==> src/rtl/gpio_ctrl_pkg.sv <==
package gpio_ctrl_pkg;

    localparam int unsigned DATA_W = 32;

    // word indices (byte offset / 4); software depends on these positions
    localparam int unsigned WI_SET   = 0;
    localparam int unsigned WI_CLR   = 1;
    localparam int unsigned WI_LATCH = 2;
    localparam int unsigned WI_LEVEL = 3;
    localparam int unsigned WI_DIR   = 4;
    localparam int unsigned WI_PEND  = 5;
    localparam int unsigned WI_MASK  = 6;
    localparam int unsigned WI_IDENT = 7;
    localparam int unsigned WI_FSEL0 = 8;
    localparam int unsigned WI_FSEL1 = 9;
    localparam int unsigned WI_SMAP  = 10;

    typedef enum logic [1:0] {
        FN_GPIO = 2'd0,
        FN_ALTA = 2'd1,
        FN_ALTB = 2'd2,
        FN_ALTC = 2'd3
    } pin_fn_e;

    typedef struct packed {
        logic out;
        logic oe;
    } pad_drive_t;

    function automatic pad_drive_t pick_drive(pin_fn_e fn, pad_drive_t gpio_d,
                                              pad_drive_t alt_d);
        return (fn == FN_GPIO) ? gpio_d : alt_d;
    endfunction

endpackage

==> src/rtl/gpio_in_sync.sv <==
module gpio_in_sync #(
    parameter int unsigned NPINS = 22
) (
    input  logic             clk,
    input  logic             rst,
    input  logic [NPINS-1:0] pad_in,
    output logic [NPINS-1:0] level_o,
    output logic [NPINS-1:0] chg_o
);
    logic [NPINS-1:0] meta_q;
    logic [NPINS-1:0] sync_q;
    logic [NPINS-1:0] prev_q;

    always_ff @(posedge clk) begin
        if (rst) begin
            meta_q <= '0;
            sync_q <= '0;
            prev_q <= '0;
        end else begin
            meta_q <= pad_in;
            sync_q <= meta_q;
            prev_q <= sync_q;
        end
    end

    assign level_o = sync_q;
    assign chg_o   = sync_q ^ prev_q;

endmodule

==> src/rtl/gpio_irq_bank.sv <==
module gpio_irq_bank #(
    parameter int unsigned NPINS = 22
) (
    input  logic             clk,
    input  logic             rst,
    input  logic [NPINS-1:0] chg_i,
    input  logic             ack_we,
    input  logic             mask_we,
    input  logic [NPINS-1:0] wbits,
    output logic [NPINS-1:0] pend_o,
    output logic [NPINS-1:0] mask_o,
    output logic [NPINS-1:0] ident_o,
    output logic             irq_o
);
    logic [NPINS-1:0] pend_q;
    logic [NPINS-1:0] mask_q;
    logic [NPINS-1:0] ack_bits;

    assign ack_bits = ack_we ? wbits : '0;

    always_ff @(posedge clk) begin
        if (rst) begin
            pend_q <= '0;
            mask_q <= '0;
        end else begin
            pend_q <= (pend_q & ~ack_bits) | chg_i;
            if (mask_we) mask_q <= wbits;
        end
    end

    assign pend_o  = pend_q;
    assign mask_o  = mask_q;
    assign ident_o = pend_q & mask_q;
    assign irq_o   = |ident_o;

    AST_PEND_NEEDS_EVENT: assert property (@(posedge clk) disable iff (rst)
        (|(pend_q & ~$past(pend_q))) |-> $past(|chg_i));

    AST_ACK_CLEARS: assert property (@(posedge clk) disable iff (rst)
        (ack_we && ((wbits & chg_i) == '0)) |=> ((pend_q & $past(wbits)) == '0));

    AST_EVENT_WINS: assert property (@(posedge clk) disable iff (rst)
        (|chg_i) |=> ((pend_q & $past(chg_i)) == $past(chg_i)));

endmodule

==> src/rtl/gpio_pin_mux.sv <==
module gpio_pin_mux
    import gpio_ctrl_pkg::*;
#(
    parameter int unsigned NPINS = 22
) (
    input  logic [NPINS-1:0]   fsel0_i,
    input  logic [NPINS-1:0]   fsel1_i,
    input  logic [NPINS-1:0]   gpio_out_i,
    input  logic [NPINS-1:0]   gpio_oe_i,
    input  logic [NPINS-1:0]   alt_out_i,
    input  logic [NPINS-1:0]   alt_oe_i,
    output logic [NPINS-1:0]   pad_out_o,
    output logic [NPINS-1:0]   pad_oe_o,
    output logic [2*NPINS-1:0] func_sel_o
);
    for (genvar p = 0; p < NPINS; p++) begin : g_pin
        pin_fn_e    fn;
        pad_drive_t gd;
        pad_drive_t ad;
        pad_drive_t sel;

        assign fn  = pin_fn_e'({fsel1_i[p], fsel0_i[p]});
        assign gd  = '{out: gpio_out_i[p], oe: gpio_oe_i[p]};
        assign ad  = '{out: alt_out_i[p], oe: alt_oe_i[p]};
        assign sel = pick_drive(fn, gd, ad);

        assign pad_out_o[p]          = sel.out;
        assign pad_oe_o[p]           = sel.oe;
        assign func_sel_o[2*p +: 2]  = fn;
    end

endmodule

==> src/rtl/gpio_irq_ctrl.sv <==
module gpio_irq_ctrl
    import gpio_ctrl_pkg::*;
#(
    parameter int unsigned NPINS  = 22,
    parameter int unsigned ADDR_W = 8
) (
    input  logic                clk,
    input  logic                rst,
    input  logic                bus_we,
    input  logic [ADDR_W-1:0]   bus_addr,
    input  logic [DATA_W-1:0]   bus_wdata,
    output logic [DATA_W-1:0]   bus_rdata,
    input  logic [NPINS-1:0]    pad_in,
    output logic [NPINS-1:0]    pad_out,
    output logic [NPINS-1:0]    pad_oe,
    input  logic [NPINS-1:0]    alt_out,
    input  logic [NPINS-1:0]    alt_oe,
    output logic [2*NPINS-1:0]  func_sel,
    output logic                irq
);
    localparam int unsigned IDX_W = ADDR_W - 2;

    logic [IDX_W-1:0] widx;
    logic             aligned;
    logic [NPINS-1:0] wbits;

    logic [NPINS-1:0]  latch_q, dir_q, fsel0_q, fsel1_q;
    logic [DATA_W-1:0] smap_q;
    logic [NPINS-1:0]  level, chg, pend, mask, ident;

    assign widx    = bus_addr[ADDR_W-1:2];
    assign aligned = (bus_addr[1:0] == 2'b00);
    assign wbits   = bus_wdata[NPINS-1:0];

    function automatic logic hit(logic [IDX_W-1:0] idx, logic al, int unsigned which);
        return al && (idx == IDX_W'(which));
    endfunction

    logic we_set, we_clr, we_latch, we_dir, we_pend, we_mask, we_f0, we_f1, we_smap;
    assign we_set   = bus_we && hit(widx, aligned, WI_SET);
    assign we_clr   = bus_we && hit(widx, aligned, WI_CLR);
    assign we_latch = bus_we && hit(widx, aligned, WI_LATCH);
    assign we_dir   = bus_we && hit(widx, aligned, WI_DIR);
    assign we_pend  = bus_we && hit(widx, aligned, WI_PEND);
    assign we_mask  = bus_we && hit(widx, aligned, WI_MASK);
    assign we_f0    = bus_we && hit(widx, aligned, WI_FSEL0);
    assign we_f1    = bus_we && hit(widx, aligned, WI_FSEL1);
    assign we_smap  = bus_we && hit(widx, aligned, WI_SMAP);

    always_ff @(posedge clk) begin
        if (rst) begin
            latch_q <= '0;
            dir_q   <= '0;
            fsel0_q <= '0;
            fsel1_q <= '0;
            smap_q  <= '0;
        end else begin
            if (we_set)   latch_q <= latch_q | wbits;
            if (we_clr)   latch_q <= latch_q & ~wbits;
            if (we_latch) latch_q <= wbits;
            if (we_dir)   dir_q   <= wbits;
            if (we_f0)    fsel0_q <= wbits;
            if (we_f1)    fsel1_q <= wbits;
            if (we_smap)  smap_q  <= bus_wdata;
        end
    end

    gpio_in_sync #(.NPINS(NPINS)) u_sync (
        .clk     (clk),
        .rst     (rst),
        .pad_in  (pad_in),
        .level_o (level),
        .chg_o   (chg)
    );

    gpio_irq_bank #(.NPINS(NPINS)) u_irq (
        .clk     (clk),
        .rst     (rst),
        .chg_i   (chg),
        .ack_we  (we_pend),
        .mask_we (we_mask),
        .wbits   (wbits),
        .pend_o  (pend),
        .mask_o  (mask),
        .ident_o (ident),
        .irq_o   (irq)
    );

    gpio_pin_mux #(.NPINS(NPINS)) u_mux (
        .fsel0_i    (fsel0_q),
        .fsel1_i    (fsel1_q),
        .gpio_out_i (latch_q),
        .gpio_oe_i  (dir_q),
        .alt_out_i  (alt_out),
        .alt_oe_i   (alt_oe),
        .pad_out_o  (pad_out),
        .pad_oe_o   (pad_oe),
        .func_sel_o (func_sel)
    );

    always_comb begin
        bus_rdata = '0;
        if (aligned) begin
            case (widx)
                IDX_W'(WI_LATCH): bus_rdata[NPINS-1:0] = latch_q;
                IDX_W'(WI_LEVEL): bus_rdata[NPINS-1:0] = level;
                IDX_W'(WI_DIR):   bus_rdata[NPINS-1:0] = dir_q;
                IDX_W'(WI_PEND):  bus_rdata[NPINS-1:0] = pend;
                IDX_W'(WI_MASK):  bus_rdata[NPINS-1:0] = mask;
                IDX_W'(WI_IDENT): bus_rdata[NPINS-1:0] = ident;
                IDX_W'(WI_FSEL0): bus_rdata[NPINS-1:0] = fsel0_q;
                IDX_W'(WI_FSEL1): bus_rdata[NPINS-1:0] = fsel1_q;
                IDX_W'(WI_SMAP):  bus_rdata = smap_q;
                default:          bus_rdata = '0;
            endcase
        end
    end

    AST_SET_TAKES: assert property (@(posedge clk) disable iff (rst)
        we_set |=> ((latch_q & $past(wbits)) == $past(wbits)));

    AST_CLR_TAKES: assert property (@(posedge clk) disable iff (rst)
        we_clr |=> ((latch_q & $past(wbits)) == '0));

    AST_LATCH_HOLDS: assert property (@(posedge clk) disable iff (rst)
        !(we_set || we_clr || we_latch) |=> $stable(latch_q));

    AST_FSEL_HOLDS: assert property (@(posedge clk) disable iff (rst)
        !(we_f0 || we_f1) |=> $stable(func_sel));

endmodule

==> config.mk <==
export PLATFORM = sky130hd
export DESIGN_NAME = gpio_irq_ctrl
export DESIGN_NICKNAME = d
export VERILOG_FILES = /design/src/rtl/gpio_ctrl_pkg.sv /design/src/rtl/gpio_in_sync.sv /design/src/rtl/gpio_irq_bank.sv /design/src/rtl/gpio_pin_mux.sv /design/src/rtl/gpio_irq_ctrl.sv
export SDC_FILE = /design/constraint.sdc
export NUM_CORES = 1
export LEC_CHECK = 0
export CORE_ASPECT_RATIO = 1.1
export CORE_MARGIN = 2
export CORE_UTILIZATION = 64
export CTS_CLUSTER_DIAMETER = 60
export DETAILED_ROUTE_END_ITERATION = 8
export DONT_BUFFER_PORTS = 1
export GPL_TIMING_DRIVEN = 1
export HOLD_SLACK_MARGIN = 0.06
export PLACE_DENSITY = 0.89
export SYNTH_ARGS = -nofsm -noshare
export SYNTH_HDL_FRONTEND = slang
export SYNTH_HIERARCHICAL = 1
export SYNTH_SLANG_ARGS = --single-unit
==> constraint.sdc <==
create_clock -name clk -period 2.49 [get_ports clk]
set_input_delay 0.1245 -clock clk [delete_from_list [all_inputs] [get_ports clk]]
set_output_delay 0.1245 -clock clk [all_outputs]
set_load 0.02 [all_outputs]
======== Yosys cells after proc, flatten, opt, wreduce, memory -nomap -nowiden ========
Index checks and enable logic that the tools add are counted.
cells by class
  equal/unequal tests ..................... 10
  multiplexer cells ....................... 29
  bitwise gates (word level) .............. 8
  reduce and logical (&&, ||, !) cells .... 44
operator list
  cell                  number
  $pmux W22 S9          1
  $mux W22              4
  $and A22 B22 Y22      3
  $logic_not A2 Y1      23
  $mux W2               22
  $not A22 Y22          2
  $or A22 B22 Y22       2
  $mux W32              1
  $eq A6 B3 Y1 const B  4
  $reduce_or A22 Y1     1
  $xor A22 B22 Y22      1
  $eq A6 B4 Y1 const B  3
  $logic_and A1 B1 Y1   18
  $eq A6 B2 Y1 const B  2
  $mux W10              1
  $eq A6 B1 Y1 const B  1
  $logic_not A6 Y1      1
  $reduce_bool A3 Y1    1
word-level totals
  register bits after elaboration ......... 230
  input bits .............................. 109
  output and inout bits ................... 121
  word-level logic and storage cells ...... 101

======== Depth between registers and ports, before layout ========
  depth in word-level cells ............... 7
  mapped depth ............................ 8
  gate-level depth less buffers ........... 6

======== Modules after synthesis ========
Netlist, hierarchy kept.
modules (own cells, without submodules)
  module         instances  cells each  area an instance (um^2)  seq. area each (um^2)
  gpio_irq_ctrl  1          683         5750.5                   2402.3
  gpio_in_sync   1          161         1989.4                   1321.3
  gpio_irq_bank  1          196         1705.4                   880.8
  gpio_pin_mux   1          110         963.4                    0.0

======== Worst setup path before layout ========
OpenSTA, ideal clock, no wires.
  kind .................................... input -> register
  start ................................... in bus_addr[7]
  end ..................................... reg u_irq.mask_q[10] (netlist: u_irq/mask_o[10])
  library setup time ...................... 128 ps
  arrival time ............................ 2048 ps
  required time ........................... 2362 ps
  path slack .............................. 315 ps
  cell stages on the path ................. 7
  path buffers ............................ 3
  cell sequence ........................... nor4b_2 > clkbuf_1 > and3_1 > clkbuf_1 > buf_1 > mux2i_1 > nor2_1
between the ends
  longest elaborated chain between the ends .. 3
ends and longest elaborated chain
  what                    RTL line             source
  start: declaration      gpio_irq_ctrl.sv:10  input logic [ADDR_W-1:0] bus_addr,
  $eq A6 B3 Y1            gpio_irq_ctrl.sv:36  return al && (idx == IDX_W'(which));
  $logic_and A1 B1 Y1     gpio_irq_ctrl.sv:36
  $logic_and A1 B1 Y1     gpio_irq_ctrl.sv:45  assign we_mask = bus_we && hit(widx, aligned, WI_MASK);
  via we_mask             gpio_irq_ctrl.sv:39  logic we_set, we_clr, we_latch, we_dir, we_pend, we_mask, we_f0, we_f1, we_smap;
  end signal: assignment  gpio_irq_bank.sv:27  if (mask_we) mask_q <= wbits;
  end: declaration        gpio_irq_bank.sv:16  logic [NPINS-1:0] mask_q;
The timed path passes the listed nets, and every way through them passes these cells.
A chain may end at the register's enable or synchronous reset.

======== Worst setup path after layout ========
  start ................................... reg u_irq.mask_q[7] (netlist: u_irq/mask_o[7])
  end ..................................... out irq
between the ends
  longest elaborated chain between the ends .. 2
ends and longest elaborated chain
  what               RTL line             source
  $and A22 B22 Y22   gpio_irq_bank.sv:33  assign ident_o = pend_q & mask_q;
  via ident[7]       gpio_irq_ctrl.sv:29  logic [NPINS-1:0] level, chg, pend, mask, ident;
  $reduce_or A22 Y1  gpio_irq_bank.sv:34  assign irq_o = |ident_o;
  end: declaration   gpio_irq_ctrl.sv:19  output logic irq
The timed path passes the listed nets, and every way through them passes these cells.

==> results by group <==
Outcome
  • Status: finished clean

Setup path
  • CP arrival: 2350 ps
  • Crit-path cells: and2_4 > or4_1 > or4_4 > or3_4
  • CP Launch Type: flop
  • Critical Path Fanout Max: 3
  • Required time worst endpoint: 2370 ps
  • Setup Crit Path Kind: reg2out
  • CP Buf/Inv Count: 0
  • Critical Path Sink Type: output pin
  • Top delay family on crit path: simple AND/OR/NAND/NOR gates
  • CP max stage cell: or4_1
  • CP max stage delay: 500 ps
  • R2R Setup Slk: 930 ps

STA
  • Max-slew violations: 0
  • Slew @ Worst Pin: 999 ps
  • Hold_ws: 84.6 ps
  • Final min period: 2470 ps
  • RSZ-0062 raised after global routing: true
  • Rel. slew slack: 0.325
  • TNS Setup: 0 ps
  • Setup-failing EPs final: 0
  • Clock Skew: 8.40 ps
  • Final Hold Fails: 0
  • Final worst path period share: 0.994
  • Fmax: 404 MHz

Die
  • CORE AREA: 15800 um^2
  • Starting Density: 0.659
  • FP Rows: 48
  • Ports: 230
  • Die height: 138 um
  • Die X: 126 um
  • Die Area: 17300 um^2

Finish
  • Layout Area Growth over Synthesis: 21.1%
  • Area of the multi-input gates: 5170 um^2
  • Number of flip-flops in the largest register: 32
  • Final core occ: 0.798
  • Final Non-Filler Cells: 1464
  • # diodes: 0
  • Reg area: 4610 um^2
  • Post-route cell area: 12600 um^2
  • Filler cells: 922
  • Share of cells above drive strength 1: 0.174
  • Nets: 1355
  • Top reg by flops: smap_q

Place
  • Area after DPL: 10400 um^2
  • GP Congestion: 0.842
  • IO Port Bufs: 0
  • Dpl hpwl: 19.0 mm
  • Placed cells: 1283

GRT
  • First-pass GRT wire length: 50.3 mm
  • GRT Overall Usage: 0.368
  • Grt ovf: 0
  • Antenna violations before repair: 0
  • Largest net degree at the start of global routing: 130
  • Vias in the first global route: 9446

Drt
  • Routed WL per cell: 22.9 um
  • Via Count: 9612
  • Residual DRC: 0
  • 1st-iter DRT viols: 1573
  • WL final: 33.5 mm
  • DRT antenna net count: 0
  • DRT Pass-1 Iters: 7
  • Routed vias/inst: 6.57

Clocking
  • Clock transition at path regs: 60 ps
  • Sinks on Clock Net: 230
  • H-tree depth: 1
  • CTS tree: done
  • CTS root buf: clkbuf_16
  • CTS Buf Count: 24
  • Worst-Skew Late Latency: 510 ps
  • Bufs on Longest Clock Path: 3

Yosys
  • Top_reg_cell synth: dfxtp_1
  • Sequential share of the synthesized area: 0.442
  • Ys Warns: 6
  • Synthesized netlist net count: 1259
  • Gate Count Post-Synth: 1150
  • Mean Syn Cell Area: 9.05 um^2
  • Cell Area, Synth: 10400 um^2
  • Synth unique cells: 46
  • #FFs+latches synth: 230
  • Ys async rst share: 0
  • Post-synth EDFFs: 0

Hold path
  • Hold WC Path Type: in2reg

Power and ir drop
  • Lkg Pwr: 4.84 nW
  • Worst VDD drop: 0.498 mV
  • Pwr Density: 610 nW/um^2

Job
  • Max Cap Viol: 0
[Yosys cell counts (2+ instances only)]
library cell	count	share of area
nor3_2	2	0.0019
nor3_4	3	0.0047
buf_2	19	0.0091
a222oi_1	27	0.026
buf_6	7	0.0076
a211oi_1	4	0.0029
nor2b_1	67	0.040
clkbuf_1	42	0.015
buf_4	47	0.034
nor2_2	23	0.014
and2_1	34	0.020
dfxtp_1	230	0.44
mux4_2	14	0.030
a32o_1	18	0.017
o21ai_0	4	0.0019
nor4_1	3	0.0018
nand3_1	4	0.0019
xor2_1	22	0.019
mux2i_1	22	0.021
or4_1	5	0.0036
nor2_1	47	0.017
a31oi_1	14	0.0084
nand2_1	246	0.089
or2_2	3	0.0018
nor2_4	2	0.0022
buf_1	2	0.00072
mux2_2	60	0.065
a21oi_1	129	0.062
and3_1	3	0.0018
a22oi_1	24	0.017
a22o_1	8	0.0067
[logic make-up after synthesis]
| family | Yosys count | synth area share |
|---|---|---|
| AO/OA/AOI/OAI | 229 | 0.143 |
| XOR/XNOR | 22 | 0.0185 |
| buffers and inverters | 118 | 0.0668 |
| flip-flops | 230 | 0.442 |
| multiplexers | 96 | 0.116 |
| AND/OR/NAND/NOR | 455 | 0.213 |
[cell type report]
class / count / share of cell area
Timing Repair Buffer: 187 / 0.142
Sequential cell: 230 / 0.366
Clock buffer: 36 / 0.0569
Clock inverter: 8 / 0.00536
Tap cell: 200 / 0.0199
Multi-Input combinational cell: 802 / 0.410
Inverter: 1 / 0.000298
[layout by cell type, fill, tap and decap left out, drive strengths merged, types with 2 or more instances in the layout]
cell type and count:
dfxtp 230, or4 6, a31oi 14, a32o 18, or3 2, mux4 14, nor2 72, nand3 4
mux2 60, nor4 4, clkbuf 36, a22oi 24, xor2 22, o21ai 4, or2 4, and2 35
clkinv 6, nand2b 2, nor3 5, and3 3, a22o 8, nor2b 67, dlygate4sd3 135, nand2 246
mux2i 22, a21oi 129, nor4b 2, buf 52, a222oi 27, a211oi 4
[power by group]
group / internal (W) / total, W / switching [W] / leakage (nW)
Clock: 0.00209 / 0.00354 / 0.00145 / 0.389
Combinational: 0.000179 / 0.000355 / 0.000175 / 2.58
Sequential: 0.00375 / 0.00380 / 0.0000489 / 1.87
Total: 0.00602 / 0.00770 / 0.00167 / 4.84
[metal layers]
metal,GRT usage,part of all wire
met5,0,0
met4,0.196,0.055
met3,0.0718,0.12
met2,0.603,0.46
met1,0.462,0.36
[metrics by stage]
stage / power, W / setup WS (ps)
after floorplan: 0.00409 / 315
after global placement: 0.00406 / 382
after detailed placement: 0.00407 / 361
after CTS: 0.00769 / -21.4
after global routing: 0.00788 / -24.7
final: 0.00770 / 15.1
[what timing repair did]
item                       CTS  global route
setup endpoints to repair    1             1
pin swaps                    3             4
hold endpoints to repair   230             0
setup buffers                1             0
gates resized for setup      6             5
cloned                       0             0
hold buffers               136             0
[worst paths after layout]
kind,from,end,cells past startpoint
setup reg to reg,fsel0_q[21],fsel0_q[21],3
setup / recovery,u_irq/mask_o[7],irq,4
hold / removal,bus_addr[3],smap_q[31],4
hold reg to reg,u_sync/meta_q[8],u_sync/level_o[8],1
[worst min-delay path, stage by stage]
cell and delay, ps:
nand2b_4 130, nor3_4 110, nand2_1 90, a21oi_1 70
No activity file was read; power rests on OpenSTA's default activity.
